$ cat config.mk
export PLATFORM = sky130hd
export DESIGN_NAME = mc_datapath
export DESIGN_NICKNAME = d
export VERILOG_FILES = /design/src/rtl/mcd_pkg.sv /design/src/rtl/mcd_regfile.sv /design/src/rtl/mcd_alu.sv /design/src/rtl/mcd_sequencer.sv /design/src/rtl/mc_datapath.sv
export SDC_FILE = /design/constraint.sdc
export NUM_CORES = 2
export LEC_CHECK = 0
export ABC_AREA = 1
export BUFFER_PORTS_ARGS = -buffer_cell sky130_fd_sc_hd__buf_2
export CAP_MARGIN = 10
export CELL_PAD_IN_SITES_DETAIL_PLACEMENT = 1
export CELL_PAD_IN_SITES_GLOBAL_PLACEMENT = 1
export CORE_MARGIN = 2
export CORE_UTILIZATION = 35
export DETAILED_ROUTE_END_ITERATION = 6
export MAX_ROUTING_LAYER = met4
export PLACE_DENSITY = 0.73
export REMOVE_ABC_BUFFERS = 1
export SLEW_MARGIN = 20
export SYNTH_ARGS = -nofsm -noshare
export SYNTH_HDL_FRONTEND = slang
export SYNTH_HIERARCHICAL = 1
export SYNTH_SLANG_ARGS = --single-unit
$ cat constraint.sdc
create_clock -name clk -period 4.05 [get_ports clk]
set_input_delay 0.81 -clock clk [delete_from_list [all_inputs] [get_ports clk]]
set_output_delay 0.81 -clock clk [all_outputs]
set_load 0.01 [all_outputs]
$ cat src/rtl/mcd_pkg.sv
package mcd_pkg;

   localparam int ILEN = 32;

   localparam logic [5:0] OPC_ADD   = 6'd1;
   localparam logic [5:0] OPC_SUB   = 6'd2;
   localparam logic [5:0] OPC_ADDI  = 6'd3;
   localparam logic [5:0] OPC_LOAD  = 6'd4;
   localparam logic [5:0] OPC_STORE = 6'd5;
   localparam logic [5:0] OPC_CALL  = 6'd6;

   typedef enum logic [2:0] {
      ST_FETCH  = 3'd1,
      ST_DECODE = 3'd2,
      ST_EXEC   = 3'd3,
      ST_MEM    = 3'd4,
      ST_WB     = 3'd5
   } step_e;

   typedef enum logic { OPB_REG,  OPB_IMM  } opb_sel_e;
   typedef enum logic { RES_ALU,  RES_LINK } res_sel_e;
   typedef enum logic { ADR_PC,   ADR_DATA } adr_sel_e;
   typedef enum logic { ALU_ADD,  ALU_SUB  } alu_op_e;

   typedef struct packed {
      opb_sel_e opb;
      res_sel_e res;
      alu_op_e  alu;
      logic     wr_rd;
      logic     ld;
      logic     st;
      logic     call;
   } ctrl_t;

   function automatic ctrl_t decode_op(input logic [5:0] opc);
      ctrl_t c;
      c.opb   = OPB_REG;
      c.res   = RES_ALU;
      c.alu   = ALU_ADD;
      c.wr_rd = 1'b0;
      c.ld    = 1'b0;
      c.st    = 1'b0;
      c.call  = 1'b0;
      case (opc)
         OPC_ADD:   c.wr_rd = 1'b1;
         OPC_SUB: begin
            c.alu   = ALU_SUB;
            c.wr_rd = 1'b1;
         end
         OPC_ADDI: begin
            c.opb   = OPB_IMM;
            c.wr_rd = 1'b1;
         end
         OPC_LOAD: begin
            c.opb   = OPB_IMM;
            c.wr_rd = 1'b1;
            c.ld    = 1'b1;
         end
         OPC_STORE: begin
            c.opb = OPB_IMM;
            c.st  = 1'b1;
         end
         OPC_CALL: begin
            c.res   = RES_LINK;
            c.wr_rd = 1'b1;
            c.call  = 1'b1;
         end
         default: ;
      endcase
      return c;
   endfunction

endpackage

$ cat src/rtl/mcd_regfile.sv
module mcd_regfile
#(
   parameter int XLEN      = 32,
   parameter int NREG      = 32,
   parameter bit HARD_ZERO = 1'b1
)(
   input  logic                    clk,
   input  logic                    rst_n,
   input  logic [$clog2(NREG)-1:0] ra_idx,
   output logic [XLEN-1:0]         ra_data,
   input  logic [$clog2(NREG)-1:0] rb_idx,
   output logic [XLEN-1:0]         rb_data,
   input  logic                    we,
   input  logic [$clog2(NREG)-1:0] w_idx,
   input  logic [XLEN-1:0]         w_data
);

   localparam int AW = $clog2(NREG);

   logic [XLEN-1:0] regs [NREG];
   logic            w_blocked;

   assign w_blocked = HARD_ZERO && (w_idx == '0);

   always_ff @(posedge clk) begin
      if (!rst_n) begin
         for (int i = 0; i < NREG; i++) regs[i] <= '0;
      end else if (we && !w_blocked) begin
         regs[w_idx] <= w_data;
      end
   end

   generate
      if (HARD_ZERO) begin : g_zero_reg
         assign ra_data = (ra_idx == AW'(0)) ? '0 : regs[ra_idx];
         assign rb_data = (rb_idx == AW'(0)) ? '0 : regs[rb_idx];

         AST_R0_READS_ZERO: assert property (@(posedge clk) disable iff (!rst_n)
            (ra_idx == AW'(0)) |-> (ra_data == '0));
      end else begin : g_plain_reg
         assign ra_data = regs[ra_idx];
         assign rb_data = regs[rb_idx];
      end
   endgenerate

   AST_WRITE_LANDS: assert property (@(posedge clk) disable iff (!rst_n)
      (we && (w_idx != AW'(0))) |=> (regs[$past(w_idx)] == $past(w_data)));

endmodule

$ cat src/rtl/mcd_alu.sv
module mcd_alu
   import mcd_pkg::*;
#(
   parameter int XLEN         = 32,
   parameter bit SHARED_ADDER = 1'b1
)(
   input  logic [XLEN-1:0] a,
   input  logic [XLEN-1:0] b,
   input  alu_op_e         op,
   output logic [XLEN-1:0] y
);

   generate
      if (SHARED_ADDER) begin : g_one_adder
         logic sub;
         assign sub = (op == ALU_SUB);
         assign y   = a + (b ^ {XLEN{sub}}) + XLEN'(sub);
      end else begin : g_two_paths
         always_comb begin
            case (op)
               ALU_SUB: y = a - b;
               default: y = a + b;
            endcase
         end
      end
   endgenerate

endmodule

$ cat src/rtl/mcd_sequencer.sv
module mcd_sequencer
   import mcd_pkg::*;
(
   input  logic     clk,
   input  logic     rst_n,
   input  logic     wr_rd,
   input  logic     ld,
   input  logic     st,
   output step_e    step,
   output logic     pc_en,
   output logic     opr_en,
   output logic     exe_en,
   output logic     res_en,
   output logic     rf_we,
   output logic     mem_we,
   output adr_sel_e adr_sel
);

   step_e step_q;

   always_ff @(posedge clk) begin
      if (!rst_n)               step_q <= ST_FETCH;
      else if (step_q == ST_WB) step_q <= ST_FETCH;
      else                      step_q <= step_e'(step_q + 3'd1);
   end

   assign step    = step_q;
   assign pc_en   = (step_q == ST_FETCH);
   assign opr_en  = (step_q == ST_DECODE);
   assign exe_en  = (step_q == ST_EXEC);
   assign res_en  = (step_q == ST_MEM);
   assign rf_we   = (step_q == ST_WB) && wr_rd;
   assign mem_we  = (step_q == ST_MEM) && st;
   assign adr_sel = ((step_q == ST_MEM) && (ld || st)) ? ADR_DATA : ADR_PC;

   AST_STEP_WRAP: assert property (@(posedge clk) disable iff (!rst_n)
      (step_q == ST_WB) |=> (step_q == ST_FETCH));

   AST_STEP_ADVANCE: assert property (@(posedge clk) disable iff (!rst_n)
      (step_q != ST_WB) |=> (step_q == step_e'($past(step_q) + 3'd1)));

   AST_ONE_STAGE_ENABLE: assert property (@(posedge clk) disable iff (!rst_n)
      $onehot0({pc_en, opr_en, exe_en, res_en, rf_we}));

endmodule

$ cat src/rtl/mc_datapath.sv
module mc_datapath
   import mcd_pkg::*;
#(
   parameter int              XLEN         = 32,
   parameter int              NREG         = 32,
   parameter logic [XLEN-1:0] RESET_PC     = '0,
   parameter bit              HARD_ZERO    = 1'b1,
   parameter bit              SHARED_ADDER = 1'b1
)(
   input  logic            clk,
   input  logic            rst_n,
   output logic [XLEN-1:0] mem_addr,
   output logic            mem_we,
   output logic [XLEN-1:0] mem_wdata,
   input  logic [XLEN-1:0] mem_rdata,
   output logic [2:0]      step,
   output logic            wb_en,
   output logic [4:0]      wb_idx,
   output logic [XLEN-1:0] wb_data
);

   localparam int              AW     = $clog2(NREG);
   localparam logic [XLEN-1:0] PC_INC = XLEN'(ILEN / 8);

   generate
      if (XLEN < ILEN) begin : g_bad_xlen
         $error("mc_datapath: XLEN must hold a whole instruction word");
      end
      if ((NREG < 2) || (NREG > 32) || ((1 << AW) != NREG)) begin : g_bad_nreg
         $error("mc_datapath: NREG must be a power of two from 2 to 32");
      end
   endgenerate

   // staging and architectural state
   logic [XLEN-1:0] pc_q, pc_tmp_q;
   logic [ILEN-1:0] ir_q;
   logic [XLEN-1:0] ra_q, rb_q, rz_q, rm_q, ry_q;

   // control
   step_e    step_q;
   ctrl_t    ctl;
   adr_sel_e adr_sel;
   logic     pc_en, opr_en, exe_en, res_en, rf_we, mem_we_i;

   // datapath nets
   logic [ILEN-1:0] fetched;
   logic            fetched_st;
   logic [AW-1:0]   rd_a_idx, rd_b_idx;
   logic [XLEN-1:0] rf_a, rf_b;
   logic [XLEN-1:0] imm_ext, alu_b, alu_y, ry_d, wb_val;

   assign ctl = decode_op(ir_q[31:26]);

   // operand read works on the word arriving from memory in step 2
   assign fetched    = mem_rdata[ILEN-1:0];
   assign fetched_st = (fetched[31:26] == OPC_STORE);
   assign rd_a_idx   = fetched[16 +: AW];
   assign rd_b_idx   = fetched_st ? fetched[21 +: AW] : fetched[11 +: AW];

   mcd_sequencer u_seq (
      .clk     (clk),
      .rst_n   (rst_n),
      .wr_rd   (ctl.wr_rd),
      .ld      (ctl.ld),
      .st      (ctl.st),
      .step    (step_q),
      .pc_en   (pc_en),
      .opr_en  (opr_en),
      .exe_en  (exe_en),
      .res_en  (res_en),
      .rf_we   (rf_we),
      .mem_we  (mem_we_i),
      .adr_sel (adr_sel)
   );

   mcd_regfile #(
      .XLEN      (XLEN),
      .NREG      (NREG),
      .HARD_ZERO (HARD_ZERO)
   ) u_rf (
      .clk     (clk),
      .rst_n   (rst_n),
      .ra_idx  (rd_a_idx),
      .ra_data (rf_a),
      .rb_idx  (rd_b_idx),
      .rb_data (rf_b),
      .we      (rf_we),
      .w_idx   (ir_q[21 +: AW]),
      .w_data  (wb_val)
   );

   assign imm_ext = {{(XLEN-16){ir_q[15]}}, ir_q[15:0]};
   assign alu_b   = (ctl.opb == OPB_IMM) ? imm_ext : rb_q;

   mcd_alu #(
      .XLEN         (XLEN),
      .SHARED_ADDER (SHARED_ADDER)
   ) u_alu (
      .a  (ra_q),
      .b  (alu_b),
      .op (ctl.alu),
      .y  (alu_y)
   );

   assign ry_d   = (ctl.res == RES_LINK) ? pc_tmp_q : rz_q;
   assign wb_val = ctl.ld ? mem_rdata : ry_q;

   always_ff @(posedge clk) begin
      if (!rst_n) begin
         pc_q     <= RESET_PC;
         pc_tmp_q <= '0;
         ir_q     <= '0;
         ra_q     <= '0;
         rb_q     <= '0;
         rz_q     <= '0;
         rm_q     <= '0;
         ry_q     <= '0;
      end else begin
         if (pc_en) begin
            pc_q     <= pc_q + PC_INC;
            pc_tmp_q <= pc_q + PC_INC;
         end else if (exe_en && ctl.call) begin
            pc_q <= pc_q + (imm_ext << 2);
         end
         if (opr_en) begin
            ir_q <= fetched;
            ra_q <= rf_a;
            rb_q <= rf_b;
         end
         if (exe_en) begin
            rz_q <= alu_y;
            rm_q <= rb_q;
         end
         if (res_en) ry_q <= ry_d;
      end
   end

   assign mem_addr  = (adr_sel == ADR_DATA) ? rz_q : pc_q;
   assign mem_we    = mem_we_i;
   assign mem_wdata = rm_q;
   assign step      = step_q;
   assign wb_en     = rf_we;
   assign wb_idx    = ir_q[25:21];
   assign wb_data   = wb_val;

   AST_PC_SEQUENTIAL: assert property (@(posedge clk) disable iff (!rst_n)
      (step_q == ST_FETCH) |=> (pc_q == $past(pc_q) + PC_INC));

   AST_IR_HELD: assert property (@(posedge clk) disable iff (!rst_n)
      (step_q != ST_DECODE) |=> $stable(ir_q));

   AST_STORE_DATA: assert property (@(posedge clk) disable iff (!rst_n)
      mem_we |-> (mem_wdata == $past(rb_q)));

   AST_LOAD_ADDR: assert property (@(posedge clk) disable iff (!rst_n)
      ((step_q == ST_MEM) && ctl.ld) |-> (mem_addr == $past(alu_y)));

   AST_MEMWE_IN_STEP4: assert property (@(posedge clk) disable iff (!rst_n)
      mem_we |-> (step_q == ST_MEM));

   AST_WB_IN_STEP5: assert property (@(posedge clk) disable iff (!rst_n)
      wb_en |-> (step_q == ST_WB));

endmodule

[Yosys cells after proc, flatten, opt, wreduce, memory -nomap -nowiden]
Memory sizes are Yosys's and may differ from the RTL's.
Cells that the tools add are included.
Cells by class
  multipliers: 0
  div/mod/pow operators: 0
  reductions and logical operators: 15
  shift operators: 0
  order comparisons: 0
  bitwise logic cells: 2
  equality and inequality tests: 12
  add/sub/neg operators: 5
  muxes and demuxes: 23
Operators by type and width (count)
  32-bit two-way mux: 9
  32-bit adder: 2
  32-bit by 1-bit adder with 32-bit output: 1
  32-bit by 3-bit adder with 32-bit output, second input constant: 1
  32-bit OR reduction: 1
  32-bit XOR: 1
  6-bit by 3-bit equality test with 1-bit output, second input constant: 4
  5-bit zero test: 3
  6-bit by 2-bit equality test with 1-bit output, second input constant: 2
  1-bit two-way mux: 12
  5-bit two-way mux: 2
  3-bit by 2-bit equality test with 1-bit output, second input constant: 2
  3-bit equality test, second input constant: 2
  6-bit by 1-bit equality test with 1-bit output, second input constant: 1
  1-bit logical AND: 5
  5-bit OR reduction: 1
  3-bit by 1-bit adder with 3-bit output, second input constant: 1
  3-bit by 1-bit equality test with 1-bit output, second input constant: 1
  3-bit OR reduction: 1
  2-bit nonzero test: 1
  2-bit OR reduction: 1
  1-bit zero test: 1
  1-bit logical OR: 1
  1-bit NOT: 1
Storage, ports and cells
  logic and storage cells: 67
  memory bits (writable): 1024
  ROM bits: 0
  output and inout bits: 106
  register bits: 259
  bits of input ports: 34
  latch bits: 0
  memories kept: 1
Memory list
  u_rf.regs: words 32, bits a word 32, rd ports 2, clocked after memory_dff 0, write ports 32, line mcd_regfile.sv:20  | logic [XLEN-1:0] regs [NREG];

[Logic depth before layout (Yosys ltp)]
  depth after elaboration: 10
  depth in mapped cells: 22

[By module]
Netlist, hierarchy kept.
Modules (own cells, without submodules)
  mcd_regfile: sequential area each 30749.5 sq um, times used 1, cells an instance 7255, area an instance 56639.3 sq um
  mc_datapath: sequential area each 4944.7 sq um, times used 1, cells an instance 2024, area an instance 13035.0 sq um
  mcd_alu: sequential area each 0.0 sq um, times used 1, cells an instance 455, area an instance 2453.6 sq um
  mcd_sequencer: sequential area each 60.1 sq um, times used 1, cells an instance 29, area an instance 202.7 sq um

[Worst setup path before layout]
No wires, ideal clock.
  path type: input -> register
  start point: input port mem_rdata[31]
  end point: register rb_q[23]
  setup slack: 1120 ps
  cell stages on the path: 16
  data arrival time: 2798 ps
  data required time: 3917 ps
  cells stage by stage: nor4_1 > nand3_1 > o21ai_0 > buf_4 > inv_2 > buf_6 > buf_4 > buf_2 > o211ai_1 > nand2_1 > nand2_1 > nand3_1 > nor2_1 > nor2_1 > o21ai_0 > a21oi_1
Between the ends
  cells in the longest elaborated chain, start to end: 4
  elaborated cells between the ends (all ways): 5
  those cells by class: eq/ne: 1; mux: 2; reduce/logical: 1; memory: 1
Ends and longest elaborated chain
  start: declaration: line mc_datapath.sv:15  | input logic [XLEN-1:0] mem_rdata,
  6-bit by 3-bit equality test with 1-bit output (*): line mc_datapath.sv:56  | assign fetched_st = (fetched[31:26] == OPC_STORE);
  5-bit two-way mux (*): line mc_datapath.sv:58  | assign rd_b_idx = fetched_st ? fetched[21 +: AW] : fetched[11 +: AW];
  named net rd_b_idx[0]: line mc_datapath.sv:48  | logic [AW-1:0] rd_a_idx, rd_b_idx;
  memory 32 x 32 bit / 5-bit zero test (equally long branches)
  32-bit two-way mux (*): line mcd_regfile.sv:36  | assign rb_data = (rb_idx == AW'(0)) ? '0 : regs[rb_idx];
  named net rf_b[23]: line mc_datapath.sv:49  | logic [XLEN-1:0] rf_a, rf_b;
  end signal: assignment: line mc_datapath.sv:128  | rb_q <= rf_b;
  end: declaration: line mc_datapath.sv:37  | logic [XLEN-1:0] ra_q, rb_q, rz_q, rm_q, ry_q;
The timed path passes the listed nets; every way through them passes the cells marked *.
A chain may end at the register's enable or synchronous reset.

[Worst setup path in the final report]
  start point: register ir_q[27]
  end point: output port mem_addr[20]
Between the ends
  cells in the longest elaborated chain, start to end: 6
  elaborated cells between the ends (all ways): 8
  those cells by class: eq/ne: 2; mux: 4; reduce/logical: 2
Ends and longest elaborated chain
  start: declaration: line mc_datapath.sv:36  | logic [ILEN-1:0] ir_q;
  start signal: assignment: line mc_datapath.sv:126  | ir_q <= fetched;
  6-bit by 3-bit equality test with 1-bit output: line mcd_pkg.sv:44  | case (opc)
  1-bit two-way mux: line mcd_pkg.sv:44
  1-bit logical OR (*): line mcd_sequencer.sv:34  | assign adr_sel = ((step_q == ST_MEM) && (ld || st)) ? ADR_DATA : ADR_PC;
  1-bit logical AND (*): line mcd_sequencer.sv:34
  1-bit two-way mux (*): line mcd_sequencer.sv:34
  named net adr_sel: line mc_datapath.sv:42  | adr_sel_e adr_sel;
  32-bit two-way mux (*): line mc_datapath.sv:138  | assign mem_addr = (adr_sel == ADR_DATA) ? rz_q : pc_q;
  end: declaration: line mc_datapath.sv:12  | output logic [XLEN-1:0] mem_addr,
Marks and branches as above.

==> impl_metrics.tcl <==
set metrics [dict create \
    path_class "reg2out" \
    violations "negative setup slack" \
    clockBufferDepth 3 \
    grt_overflow 0 \
    syn_area_um2 72330 \
    clock-root-buffer "clkbuf_16" \
    worst_pin_slew_ns 1.075 \
    dpl.cell_count 12280 \
    yosysSeqAreaShare 0.4943 \
    track_usage 0.3253 \
    place_congestion 0.9448 \
    clock_power_share 0.360 \
    layout_common_cells "nand2_1, nor2_1, nand3_1, edfxtp_1, o21ai_0" \
    start_kind "flip-flop" \
    antenna_found_initial 16 \
    synthToLayoutAreaGrowth_pct 14.85 \
    h-tree-depth 4 \
    postCtsSetupBuffers 0 \
    drv_slew 0 \
    via_count 73593 \
    clkLatencyLatePin_ns 0.81 \
    finalCriticalPeriod_ns 4.083 \
    cts_tree "built" \
    synth-main-ff-cell "edfxtp_1" \
    crit_path_top_delay_cell "dfxtp_1" \
    cp.required_ns 3.24 \
    fin_crit_sh 1.008 \
    synth_edf_count 1024 \
    core_area_um2 205000 \
    rsz0062_at_grt "yes" \
    layout_commonest_cell "nand2_1" \
    min_from "mem_rdata[1]" \
    place.port_buffers 139 \
    synth_seq_cells 1274 \
    skew_ns 0.03242 \
    drive_gt1_frac 0.09037 \
    die_area_um2 210300 \
    io_pins 140 \
    synth_cells 9763 \
    initial_utilization 0.3528 \
    switching_share 0.3396 \
    drt-total-wl_mm 341.7 \
    setup_slack_ns -0.03349 \
    share_comb_of_total_power 0.229 \
    cp.arrival_ns 3.27 \
    peakVddDrop_mv 0.4535 \
    async_flop_share 0 \
    grt_max_degree 140 \
    r2r_start "ir_q[28]" \
    hpwl_mm 222.0 \
    power_density_nw_per_um2 460.8 \
    cp-end-kind "output pin" \
    grt_pass1_wl_mm 494.7 \
    avgRoutedWirePerCell_um 27.17 \
    startpoint "ir_q[27]" \
    worst_hold_slack_ns 0.2540 \
    fp.dieH_um 458.6 \
    grt_pass1_vias 73840 \
    row_count 166 \
    max-slew-margin-rel 0.2792 \
    outcome "finished with violations" \
    hold_path.class "in2reg" \
    cpPeakStageDelay_ns 0.69 \
    finalHoldViolCount 0 \
    tns_ns -0.03452 \
    drtIter0Drc 8704 \
    yosysWarnings 6 \
    numCtsBuffers 152 \
    clk_pin_slew_ns 0.06 \
    pwr-share-seq 0.411 \
    vias_per_cell 5.853 \
    avgSynthCellArea_um2 7.409 \
    first_pass_iters 6 \
    postRouteAntennaNets 0 \
    cellInternalPower_uw 25280 \
    route.detailed.drc 0 \
    worstPathMaxFanout 60 \
    crit_top_cell "nor2_1" \
    power.switching_uw 13000 \
    cap_violations 0 \
    layout.cells.non_filler 12574 \
    setup_viol 2 \
    path_cells "nor2_1 > nand2_2 > inv_1 > nor2_1 > nor2_4 > buf_12 > o21ai_0 > buf_2" \
    cts_resized 0 \
    nNetsFinal 9849 \
    numClockSinks 1274 \
    ys_types 46 \
    clock.fmax_mhz 244.9 \
    p_leak_uw 0.03392 \
    cts_hold_buffers 0 \
    dieWidth_um 458.6 \
    fill_cells 25029 \
]
## worst paths after layout
path,to,slack [ns],depth (start not counted)
max,mem_addr[20],-0.03,8
min,ir_q[1],0.25,3
max reg2reg,rz_q[28],0.35,17
min reg2reg,pc_tmp_q[30],0.47,2
## flip-flops by register name, indices dropped and copies added, names as in the netlist
register and cells:
rb_q 32, pc_q 30, mem_wdata 32, ir_q 27
rz_q 32, u_seq/step 3, ra_q 32, ry_q 32
pc_tmp_q 30, u_rf/regs 1024
## kinds of logic (layout without fill, tap and decap cells)
logic type                 after synthesis  count (layout)  share of synthesized area
and+or+nand+nor                       6031            6031                     0.3360
adders and majority gates               68              68                    0.01197
buffers and inverters                 1213            1289                    0.07042
AOI/OAI and AO/OA                     1114            1115                    0.07962
muxes                                    2               2                  0.0003113
xor gates and xnor gates                60              60                   0.007265
other                                    1              47                 0.00005185
DFF                                   1274            1274                     0.4943
## power by group through the flow
stage | Sequential (uW) | Clock [uW] | Combinational [uW]
after floorplan | 15700 | 0 | 4730
after global placement | 15900 | 0 | 8340
after detailed placement | 16000 | 0 | 8500
after CTS | 15700 | 13900 | 8550
after global routing | 15800 | 14400 | 9330
final | 15700 | 13800 | 8750
## cell usage after synthesis (3+ instances only)
cell type | number | area (um2)
nand3_1 | 1107 | 5540
buf_2 | 275 | 1376
inv_1 | 457 | 1715
a31oi_1 | 12 | 75.07
nor3_2 | 6 | 60.06
nor2_4 | 3 | 33.78
o21bai_1 | 8 | 60.06
nand2_2 | 13 | 81.33
nand3_2 | 4 | 40.04
clkinv_1 | 3 | 11.26
nor3_1 | 23 | 115.1
o211ai_1 | 54 | 405.4
inv_2 | 8 | 30.03
nor2_1 | 2068 | 7762
buf_1 | 54 | 202.7
a21oi_1 | 317 | 1587
clkbuf_1 | 366 | 1374
o21ai_0 | 678 | 3393
xor2_1 | 58 | 508.0
nand2_1 | 2764 | 10370
ha_1 | 66 | 825.8
nand4_1 | 13 | 81.33
buf_6 | 3 | 33.78
o21ai_1 | 40 | 200.2
nor2_2 | 13 | 81.33
or2_2 | 7 | 43.79
dfxtp_1 | 250 | 5005
edfxtp_1 | 1024 | 30750
nand3b_1 | 3 | 22.52
buf_4 | 46 | 345.3
## area by class of cell
type | count | area, um2 | area share
timing repair buffer | 543 | 5371 | 0.06466
clock buffer | 217 | 4327 | 0.05209
clock inverter | 61 | 541.8 | 0.006522
inverter | 468 | 1795 | 0.02161
tap | 2688 | 3363 | 0.04049
multi-input combinational | 7308 | 31880 | 0.3838
sequential | 1274 | 35750 | 0.4304
antenna | 15 | 37.54 | 0.0004519
## routing by layer
metal / track usage / vias up / part of all wire
li1: - / 31794 / -
met1: 0.4175 / 36835 / 0.40
met2: 0.4917 / 3992 / 0.44
met3: 0.06078 / 972 / 0.10
met4: 0.1610 / 0 / 0.054
met5: - / - / 0
## worst max-delay path: cells and delay by family (launching register included)
kind                   cells  cell delay [ns]
AND/OR/NAND/NOR            4             0.61
flip-flops                 1             0.69
buffers and inverters      3             0.59
AO/OA/AOI/OAI              1             0.54
## metrics by stage
stage	area [um2]	util	setup slack, ns	total power (uW)
2_1_floorplan	69110	-	-54.46	20470
3_3_place_gp	78120	0.3811	-0.07949	24280
3_5_place_dp	78120	0.3811	-0.1680	24480
4_1_cts	82990	0.4048	0.06565	38150
5_1_grt	83060	0.4052	-0.07340	39580
6_report	83070	0.4052	-0.03349	38270
(Power assumes the default switching activity.)
